File: src/rtl/gfc_pkg.sv
// Shared constants for the falling-edge cause collector.
// Assumes a byte-addressed 32-bit register bus with 8-bit addresses.
package gfc_pkg;
    localparam int unsigned BUS_DW = 32;
    localparam int unsigned BUS_AW = 8;

    localparam logic [BUS_AW-1:0] A_CAUSE   = 8'h80;
    localparam logic [BUS_AW-1:0] A_FALLEN  = 8'h84;
    localparam logic [BUS_AW-1:0] A_EVTEN   = 8'h88;
    localparam logic [BUS_AW-1:0] A_ENCAUSE = 8'h8C;
    localparam logic [BUS_AW-1:0] A_SUMMARY = 8'h90;
    localparam logic [BUS_AW-1:0] A_CLEAR   = 8'h98;
endpackage

File: src/rtl/gfc_sync.sv
// Multi-stage synchronizer for asynchronous pin inputs.
// Assumes each pin is independent; stages reset to zero.
module gfc_sync #(
    parameter int unsigned NPINS  = 16,
    parameter int unsigned STAGES = 2
) (
    input  logic             clk,
    input  logic             rst_n,
    input  logic [NPINS-1:0] async_i,
    output logic [NPINS-1:0] sync_o
);
    logic [NPINS-1:0] stage_q [STAGES];

    // first stage captures the raw pins
    always_ff @(posedge clk) begin
        if (!rst_n) stage_q[0] <= '0;
        else        stage_q[0] <= async_i;
    end

    for (genvar s = 1; s < STAGES; s++) begin : g_stage
        // later stages shift the captured value along
        always_ff @(posedge clk) begin
            if (!rst_n) stage_q[s] <= '0;
            else        stage_q[s] <= stage_q[s-1];
        end
    end

    assign sync_o = stage_q[STAGES-1];
endmodule

File: src/rtl/gfc_edge_detect.sv
// Per-pin high-to-low transition detector on synchronized inputs.
// Assumes input is already synchronous; output is a one-cycle pulse.
module gfc_edge_detect #(
    parameter int unsigned NPINS = 16
) (
    input  logic             clk,
    input  logic             rst_n,
    input  logic [NPINS-1:0] sync_i,
    output logic [NPINS-1:0] fall_o
);
    logic [NPINS-1:0] prev_q;

    // remember last synchronized value
    always_ff @(posedge clk) begin
        if (!rst_n) prev_q <= '0;
        else        prev_q <= sync_i;
    end

    assign fall_o = prev_q & ~sync_i;
endmodule

File: src/rtl/gfc_cause_bank.sv
// Latched cause bits: set on enabled falling edges, cleared by write-one.
// Assumes a set and a clear on the same pin in one cycle resolve to set.
module gfc_cause_bank #(
    parameter int unsigned NPINS = 16
) (
    input  logic             clk,
    input  logic             rst_n,
    input  logic [NPINS-1:0] fall_i,
    input  logic [NPINS-1:0] fall_en_i,
    input  logic [NPINS-1:0] clr_i,
    output logic [NPINS-1:0] cause_o
);
    logic [NPINS-1:0] cause_q;
    logic [NPINS-1:0] set_vec;

    assign set_vec = fall_i & fall_en_i;

    // clear first, then let new edges win
    always_ff @(posedge clk) begin
        if (!rst_n) cause_q <= '0;
        else        cause_q <= (cause_q & ~clr_i) | set_vec;
    end

    assign cause_o = cause_q;

    // a cause bit never rises without an enabled edge
    p_set_needs_edge_r2: assert property (@(posedge clk) disable iff (!rst_n)
        (set_vec == '0) |=> ((cause_q & ~$past(cause_q)) == '0));

    // cleared bits drop when no edge coincides
    p_clear_drops_r6: assert property (@(posedge clk) disable iff (!rst_n)
        ((clr_i != '0) && ((set_vec & clr_i) == '0)) |=> ((cause_q & $past(clr_i)) == '0));

    // an edge meeting a clear keeps the bit set
    p_edge_beats_clear_r7: assert property (@(posedge clk) disable iff (!rst_n)
        ((set_vec & clr_i) != '0) |=> ((cause_q & $past(set_vec & clr_i)) == $past(set_vec & clr_i)));
endmodule

File: src/rtl/gfc_summary.sv
// Registered interrupt output and sticky grouped summary flags.
// Assumes MASKS holds NSUM pin masks of NPINS bits, group g at [g*NPINS +: NPINS].
module gfc_summary #(
    parameter int unsigned          NPINS = 16,
    parameter int unsigned          NSUM  = 2,
    parameter logic [NSUM*NPINS-1:0] MASKS = '1
) (
    input  logic             clk,
    input  logic             rst_n,
    input  logic [NPINS-1:0] en_cause_i,
    input  logic             clr_any_i,
    output logic             irq_o,
    output logic [NSUM-1:0]  sum_o
);
    logic [NSUM-1:0] sum_q;

    // interrupt follows any enabled cause one cycle late
    always_ff @(posedge clk) begin
        if (!rst_n) irq_o <= 1'b0;
        else        irq_o <= |en_cause_i;
    end

    for (genvar g = 0; g < NSUM; g++) begin : g_sum
        logic pending;
        assign pending = |(en_cause_i & MASKS[g*NPINS +: NPINS]);

        // sticky flag, dropped by any clear write
        always_ff @(posedge clk) begin
            if (!rst_n)         sum_q[g] <= 1'b0;
            else if (clr_any_i) sum_q[g] <= 1'b0;
            else if (pending)   sum_q[g] <= 1'b1;
        end

        // a clear write always drops the flag
        p_sum_clear_r8: assert property (@(posedge clk) disable iff (!rst_n)
            clr_any_i |=> !sum_q[g]);

        // the flag holds until a clear
        p_sum_sticky_r8: assert property (@(posedge clk) disable iff (!rst_n)
            (sum_q[g] && !clr_any_i) |=> sum_q[g]);
    end

    assign sum_o = sum_q;
endmodule

File: src/rtl/gfc_regfile.sv
// Register decode: enable registers, clear strobe and read multiplexer.
// Assumes single-cycle writes and combinational reads; NPINS <= 32.
module gfc_regfile
    import gfc_pkg::*;
#(
    parameter int unsigned NPINS = 16,
    parameter int unsigned NSUM  = 2
) (
    input  logic              clk,
    input  logic              rst_n,
    input  logic              wr_i,
    input  logic [BUS_AW-1:0] addr_i,
    input  logic [BUS_DW-1:0] wdata_i,
    output logic [BUS_DW-1:0] rdata_o,
    input  logic [NPINS-1:0]  cause_i,
    input  logic [NSUM-1:0]   sum_i,
    output logic [NPINS-1:0]  fall_en_o,
    output logic [NPINS-1:0]  evt_en_o,
    output logic [NPINS-1:0]  en_cause_o,
    output logic [NPINS-1:0]  clr_o,
    output logic              clr_any_o
);
    logic [NPINS-1:0] fall_en_q;
    logic [NPINS-1:0] evt_en_q;
    logic [NPINS-1:0] wbits;

    assign wbits = wdata_i[NPINS-1:0];

    if (NPINS < BUS_DW) begin : g_pad
        logic wdata_unused;
        assign wdata_unused = ^wdata_i[BUS_DW-1:NPINS];
    end

    // falling-edge enable register
    always_ff @(posedge clk) begin
        if (!rst_n)                          fall_en_q <= '0;
        else if (wr_i && addr_i == A_FALLEN) fall_en_q <= wbits;
    end

    // event enable register
    always_ff @(posedge clk) begin
        if (!rst_n)                         evt_en_q <= '0;
        else if (wr_i && addr_i == A_EVTEN) evt_en_q <= wbits;
    end

    // write-one-to-clear strobe
    always_comb begin
        clr_o = '0;
        if (wr_i && addr_i == A_CLEAR) clr_o = wbits;
    end

    assign clr_any_o  = |clr_o;
    assign en_cause_o = cause_i & evt_en_q;
    assign fall_en_o  = fall_en_q;
    assign evt_en_o   = evt_en_q;

    // read multiplexer
    always_comb begin
        unique case (addr_i)
            A_CAUSE:   rdata_o = BUS_DW'(cause_i);
            A_FALLEN:  rdata_o = BUS_DW'(fall_en_q);
            A_EVTEN:   rdata_o = BUS_DW'(evt_en_q);
            A_ENCAUSE: rdata_o = BUS_DW'(en_cause_o);
            A_SUMMARY: rdata_o = BUS_DW'(sum_i);
            default:   rdata_o = '0;
        endcase
    end

    // read-only and clear addresses never move the enable registers
    p_ro_write_r9: assert property (@(posedge clk) disable iff (!rst_n)
        (wr_i && addr_i != A_FALLEN && addr_i != A_EVTEN) |=> $stable(fall_en_q) && $stable(evt_en_q));
endmodule

File: src/rtl/gpio_fall_cause_unit.sv
// Top: synchronizes pins, detects falling edges, latches causes, masks them
// and drives the interrupt and two grouped summary flags.
// Assumes pins idle high; synchronous active-low reset.
module gpio_fall_cause_unit
    import gfc_pkg::*;
#(
    parameter int unsigned     NPINS       = 16,
    parameter int unsigned     SYNC_STAGES = 2,
    parameter logic [NPINS-1:0] SUM_A_MASK = '1,
    parameter logic [NPINS-1:0] SUM_B_MASK = NPINS'(1) << 12
) (
    input  logic              clk,
    input  logic              rst_n,
    input  logic [NPINS-1:0]  pins_i,
    input  logic              bus_wr_i,
    input  logic [BUS_AW-1:0] bus_addr_i,
    input  logic [BUS_DW-1:0] bus_wdata_i,
    output logic [BUS_DW-1:0] bus_rdata_o,
    output logic              irq_o,
    output logic              sum_a_o,
    output logic              sum_b_o
);
    localparam int unsigned NSUM = 2;
    localparam logic [NSUM*NPINS-1:0] MASKS = {SUM_B_MASK, SUM_A_MASK};

    logic [NPINS-1:0] sync_pins;
    logic [NPINS-1:0] fall;
    logic [NPINS-1:0] fall_en;
    logic [NPINS-1:0] evt_en;
    logic [NPINS-1:0] en_cause;
    logic [NPINS-1:0] clr;
    logic             clr_any;
    logic [NPINS-1:0] cause;
    logic [NSUM-1:0]  sums;

    gfc_sync #(.NPINS(NPINS), .STAGES(SYNC_STAGES)) u_sync (
        .clk(clk), .rst_n(rst_n), .async_i(pins_i), .sync_o(sync_pins));

    gfc_edge_detect #(.NPINS(NPINS)) u_edge (
        .clk(clk), .rst_n(rst_n), .sync_i(sync_pins), .fall_o(fall));

    gfc_cause_bank #(.NPINS(NPINS)) u_cause (
        .clk(clk), .rst_n(rst_n), .fall_i(fall), .fall_en_i(fall_en),
        .clr_i(clr), .cause_o(cause));

    gfc_regfile #(.NPINS(NPINS), .NSUM(NSUM)) u_regs (
        .clk(clk), .rst_n(rst_n), .wr_i(bus_wr_i), .addr_i(bus_addr_i),
        .wdata_i(bus_wdata_i), .rdata_o(bus_rdata_o), .cause_i(cause),
        .sum_i(sums), .fall_en_o(fall_en), .evt_en_o(evt_en),
        .en_cause_o(en_cause), .clr_o(clr), .clr_any_o(clr_any));

    gfc_summary #(.NPINS(NPINS), .NSUM(NSUM), .MASKS(MASKS)) u_sum (
        .clk(clk), .rst_n(rst_n), .en_cause_i(en_cause), .clr_any_i(clr_any),
        .irq_o(irq_o), .sum_o(sums));

    assign sum_a_o = sums[0];
    assign sum_b_o = sums[1];

    // interrupt output tracks the enabled causes one cycle late
    p_irq_follows_r5: assert property (@(posedge clk) disable iff (!rst_n)
        1'b1 |=> (irq_o == $past(en_cause != '0)));

    // with every event enable clear, the interrupt stays low
    p_masked_quiet_r10: assert property (@(posedge clk) disable iff (!rst_n)
        (evt_en == '0) |=> !irq_o);
endmodule

File: config.mk
export PLATFORM = sky130hd
export DESIGN_NAME = gpio_fall_cause_unit
export DESIGN_NICKNAME = d
export VERILOG_FILES = /design/src/rtl/gfc_pkg.sv /design/src/rtl/gfc_sync.sv /design/src/rtl/gfc_edge_detect.sv /design/src/rtl/gfc_cause_bank.sv /design/src/rtl/gfc_summary.sv /design/src/rtl/gfc_regfile.sv /design/src/rtl/gpio_fall_cause_unit.sv
export SDC_FILE = /design/constraint.sdc
export NUM_CORES = 1
export LEC_CHECK = 0
export ABC_CLOCK_PERIOD_IN_PS = 2600
export BUFFER_PORTS_ARGS = -buffer_cell sky130_fd_sc_hd__buf_2
export CAP_MARGIN = 0
export CORE_UTILIZATION = 45
export DETAILED_ROUTE_END_ITERATION = 12
export HOLD_SLACK_MARGIN = 0.12
export PLACE_DENSITY = 0.68
export SETUP_SLACK_MARGIN = 0.05
export SLEW_MARGIN = 20
export SYNTH_ARGS = -nofsm -noshare
export SYNTH_HDL_FRONTEND = slang
export SYNTH_SLANG_ARGS = --single-unit
File: constraint.sdc
create_clock -name clk -period 2.6 [get_ports clk]
set_clock_uncertainty 0.1 [all_clocks]
set_input_delay 0.13 -clock clk [delete_from_list [all_inputs] [get_ports clk]]
set_output_delay 0.13 -clock clk [all_outputs]
set_load 0.005 [all_outputs]
==> flow_summary_export.csv <==
group,metric,value,unit
run_status,status,"complete, no violations",
routing,dr.pass1.iters,6,
synthesis,async_reset_ff_share,0,%
cts,clock_tree.buffer_depth,2,
synthesis,synth_top_area_cell,"dfxtp_1",
synthesis,synth_area,4110,µm²
timing,timing_hold_violations_final,0,
place,port_buffers,61,
synthesis,synth_edf_count,0,
routing,antenna_left,0,
timing,setup-violations-final,0,
job,cap_violations,0,
pwr,irDropWorstVdd,0.000346,V
cts,cts_tree,"yes",
timing,slew_viol_final,0,
timing,fmax,526,MHz
synthesis,synth-seq-cells,99,
place,place_area,4430,µm²
timing,fin_tns_setup,0,ns
routing,wl,8.47,mm
cts,cts_buffers,9,
grt,grt-ovfl-total,0,
floorplanning,initial_core_util,46.9,%
grt,grt_max_degree,61,
layout,syn_to_final_growth,19.9,%
setup_path,ff2ff_path_depth,4,
floorplanning,rows,34,
floorplanning,ios,94,
routing,wl_per_cell,14.1,µm
layout,n_antenna_cell,0,
synthesis,yosysWarningCount,0,
routing,drt_iter0_drc,127,
grt,antenna_found_initial,0,
pwr,leakagePower,0.00227,µW
synthesis,yosysSeqAreaShare,48.2,%
grt,grt_pass1_vias,2962,
cts,clock_sinks,99,
setup_path,worst_ep_required_time,2.37,ns
setup_path,cp.arrival,1.67,ns
setup_path,crit_type,"in2out",
place,hpwl,5.58,mm
layout,stdcell_area,4930,µm²
timing,rsz0062_at_grt,"false",
synthesis,yosysUniqueCellTypes,34,
synthesis,synthCells,398,
layout,nets,545,
cts,clk_latency,0.35,ns
layout,fillerInstances,808,
routing,post-route-drc-count,0,
timing,fin_crit,1.90,ns
place,dp_cells,551,
synthesis,synthFlopType,"dfxtp_1",
cts,cts-resized-gates,0,
synthesis,synth_top_area_share,48.2,%
timing,period_share,73.1,%
setup_path,endpoint_kind,"output pin",
layout,drive_above_1_share,18.1,%
setup_path,rrSetupSlack,1.19,ns
synthesis,ys_top_cells_by_area,"dfxtp_1 48%, mux2i_1 12%, and2_1 7.5%, nor2b_1 7.5%, and3b_1 3.4%",
setup_path,crit_path_start_kind,"input port",
timing,tightest_slew,0.656,ns
floorplanning,design.core.area,8760,µm²
pwr,power_density,536,nW/µm²
floorplanning,fp.dieW,97.6,µm
cts,clk_pin_slew,0.10,ns
grt,grt_pass1_wl,14.2,mm
place,gp_congestion,0.748,
timing,max_slew_margin,56.2,%
floorplanning,die_h,97.6,µm
setup_path,cp_max_fo,16,
cts,cts.htree.levels,3,
synthesis,syn_avg_cell_area,10.3,µm²
routing,via_per_inst,5.16,
hold_path,hp-class,"in2reg",
layout,fin_cells,599,
grt,grtUsageTotal,18.4,%
floorplanning,die_area,9520,µm²
hold_path,holdPathStages,3,
cts,cts_root_buffer,"clkbuf_8",
routing,vias,3088,
stage by stage:
step | utilization, % | hold slack (ns) | worst slack (ns) | total power (µW)
after floorplan | - | 0.157 | 1.01 | 1700
after global placement | 50.5 | 0.235 | 0.740 | 1750
after detailed placement | 50.5 | 0.239 | 0.709 | 1760
after CTS | 56.2 | 0.203 | 0.711 | 2670
after global routing | 56.2 | 0.232 | 0.593 | 2770
final | 56.2 | 0.210 | 0.700 | 2640
worst max-delay path: stages:
cell and delay, ns:
buf_2 0.12, nor4b_4 0.33, nand2_1 0.45, a211oi_1 0.44, buf_2 0.19
worst paths after layout:
kind                                                          to                             start
worst max-delay path                              bus_rdata_o[2]                     bus_addr_i[6]
worst min-delay path              u_cause.cause_o[11]$_SDFF_PN0_                             rst_n
worst min register to register  u_sync.stage_q[1][12]$_SDFF_PN0_  u_sync.stage_q[0][12]$_SDFF_PN0_
worst max register to register       u_sum.sum_o[0]$_SDFFE_PP0P_     u_cause.cause_o[3]$_SDFF_PN0_
registers in the layout, indices dropped and copies added (netlist names):
register / flops
u_regs.fall_en_o: 16
u_regs.evt_en_o: 16
u_sum.irq_o: 1
u_edge.prev_q: 16
u_cause.cause_o: 16
u_sum.sum_o: 2
u_sync.stage_q: 32
layer usage:
metal | vias to the layer above | wire (µm) | track usage, %
li1 | 1542 | - | -
met1 | 1456 | 4060 | 25.4
met2 | 83 | 3930 | 29.3
met3 | 7 | 422 | 2.66
met4 | 0 | 63 | 6.45
met5 | - | 0 | 0
kinds of logic (layout without fill, tap and decap cells):
logic type	after synthesis	count (layout)	synth area share, %
AOI/OAI and AO/OA	75	75	11.4
buffers and inverters	40	118	6.09
DFF	99	99	48.2
muxes	48	48	11.7
other	1	16	0.0913
and+or+nand+nor	135	135	22.4
placed cells by master, fill, tap and decap left out, types with 5 or more instances in the layout:
cell	instances
buf_2	61
and2_1	49
and3b_1	16
buf_4	6
nor2b_1	49
a21oi_1	18
o22ai_1	14
mux2i_1	48
conb_1	16
o21ai_0	18
nand2_1	5
dfxtp_1	99
clkbuf_8	10
nor4_1	5
a211oi_1	14
dlygate4sd3_1	32
what timing repair did:
item,CTS,global route
hold buffers,32,0
hold endpoints to repair,64,0
buffers inserted,0,0
setup endpoints to repair,0,0
report_power, final:
part | total, µW | internal [µW] | switching [µW] | leakage [µW]
clock network | 887 | 378 | 509 | 0.0000895
logic | 205 | 109 | 96.3 | 0.00138
registers | 1550 | 1540 | 7.19 | 0.000806
total | 2640 | 2030 | 612 | 0.00227
final cells by class:
| class | count | area, µm² | share of cell area [%] |
|---|---|---|---|
| Clock inverter | 5 | 38.8 | 0.787 |
| Timing Repair Buffer | 100 | 691 | 14.0 |
| Multi-Input combinational cell | 274 | 1930 | 39.2 |
| Inverter | 2 | 7.51 | 0.152 |
| Sequential cell | 99 | 1980 | 40.2 |
| Clock buffer | 11 | 141 | 2.87 |
| Tap cell | 108 | 135 | 2.74 |
synthesized netlist by cell type, types with 2 or more instances:
master / number
dfxtp_1: 99
a221oi_1: 4
buf_1: 2
o22ai_1: 14
a211oi_1: 14
and2_1: 49
o21ai_0: 18
a22o_1: 4
buf_4: 16
nor4_1: 5
clkbuf_1: 15
o221ai_1: 2
nor2b_1: 49
a21oi_1: 18
mux2i_1: 48
nor2_1: 2
and3b_1: 16
nand2_1: 5
buf_6: 3
No activity file was read; power rests on OpenSTA's default activity.
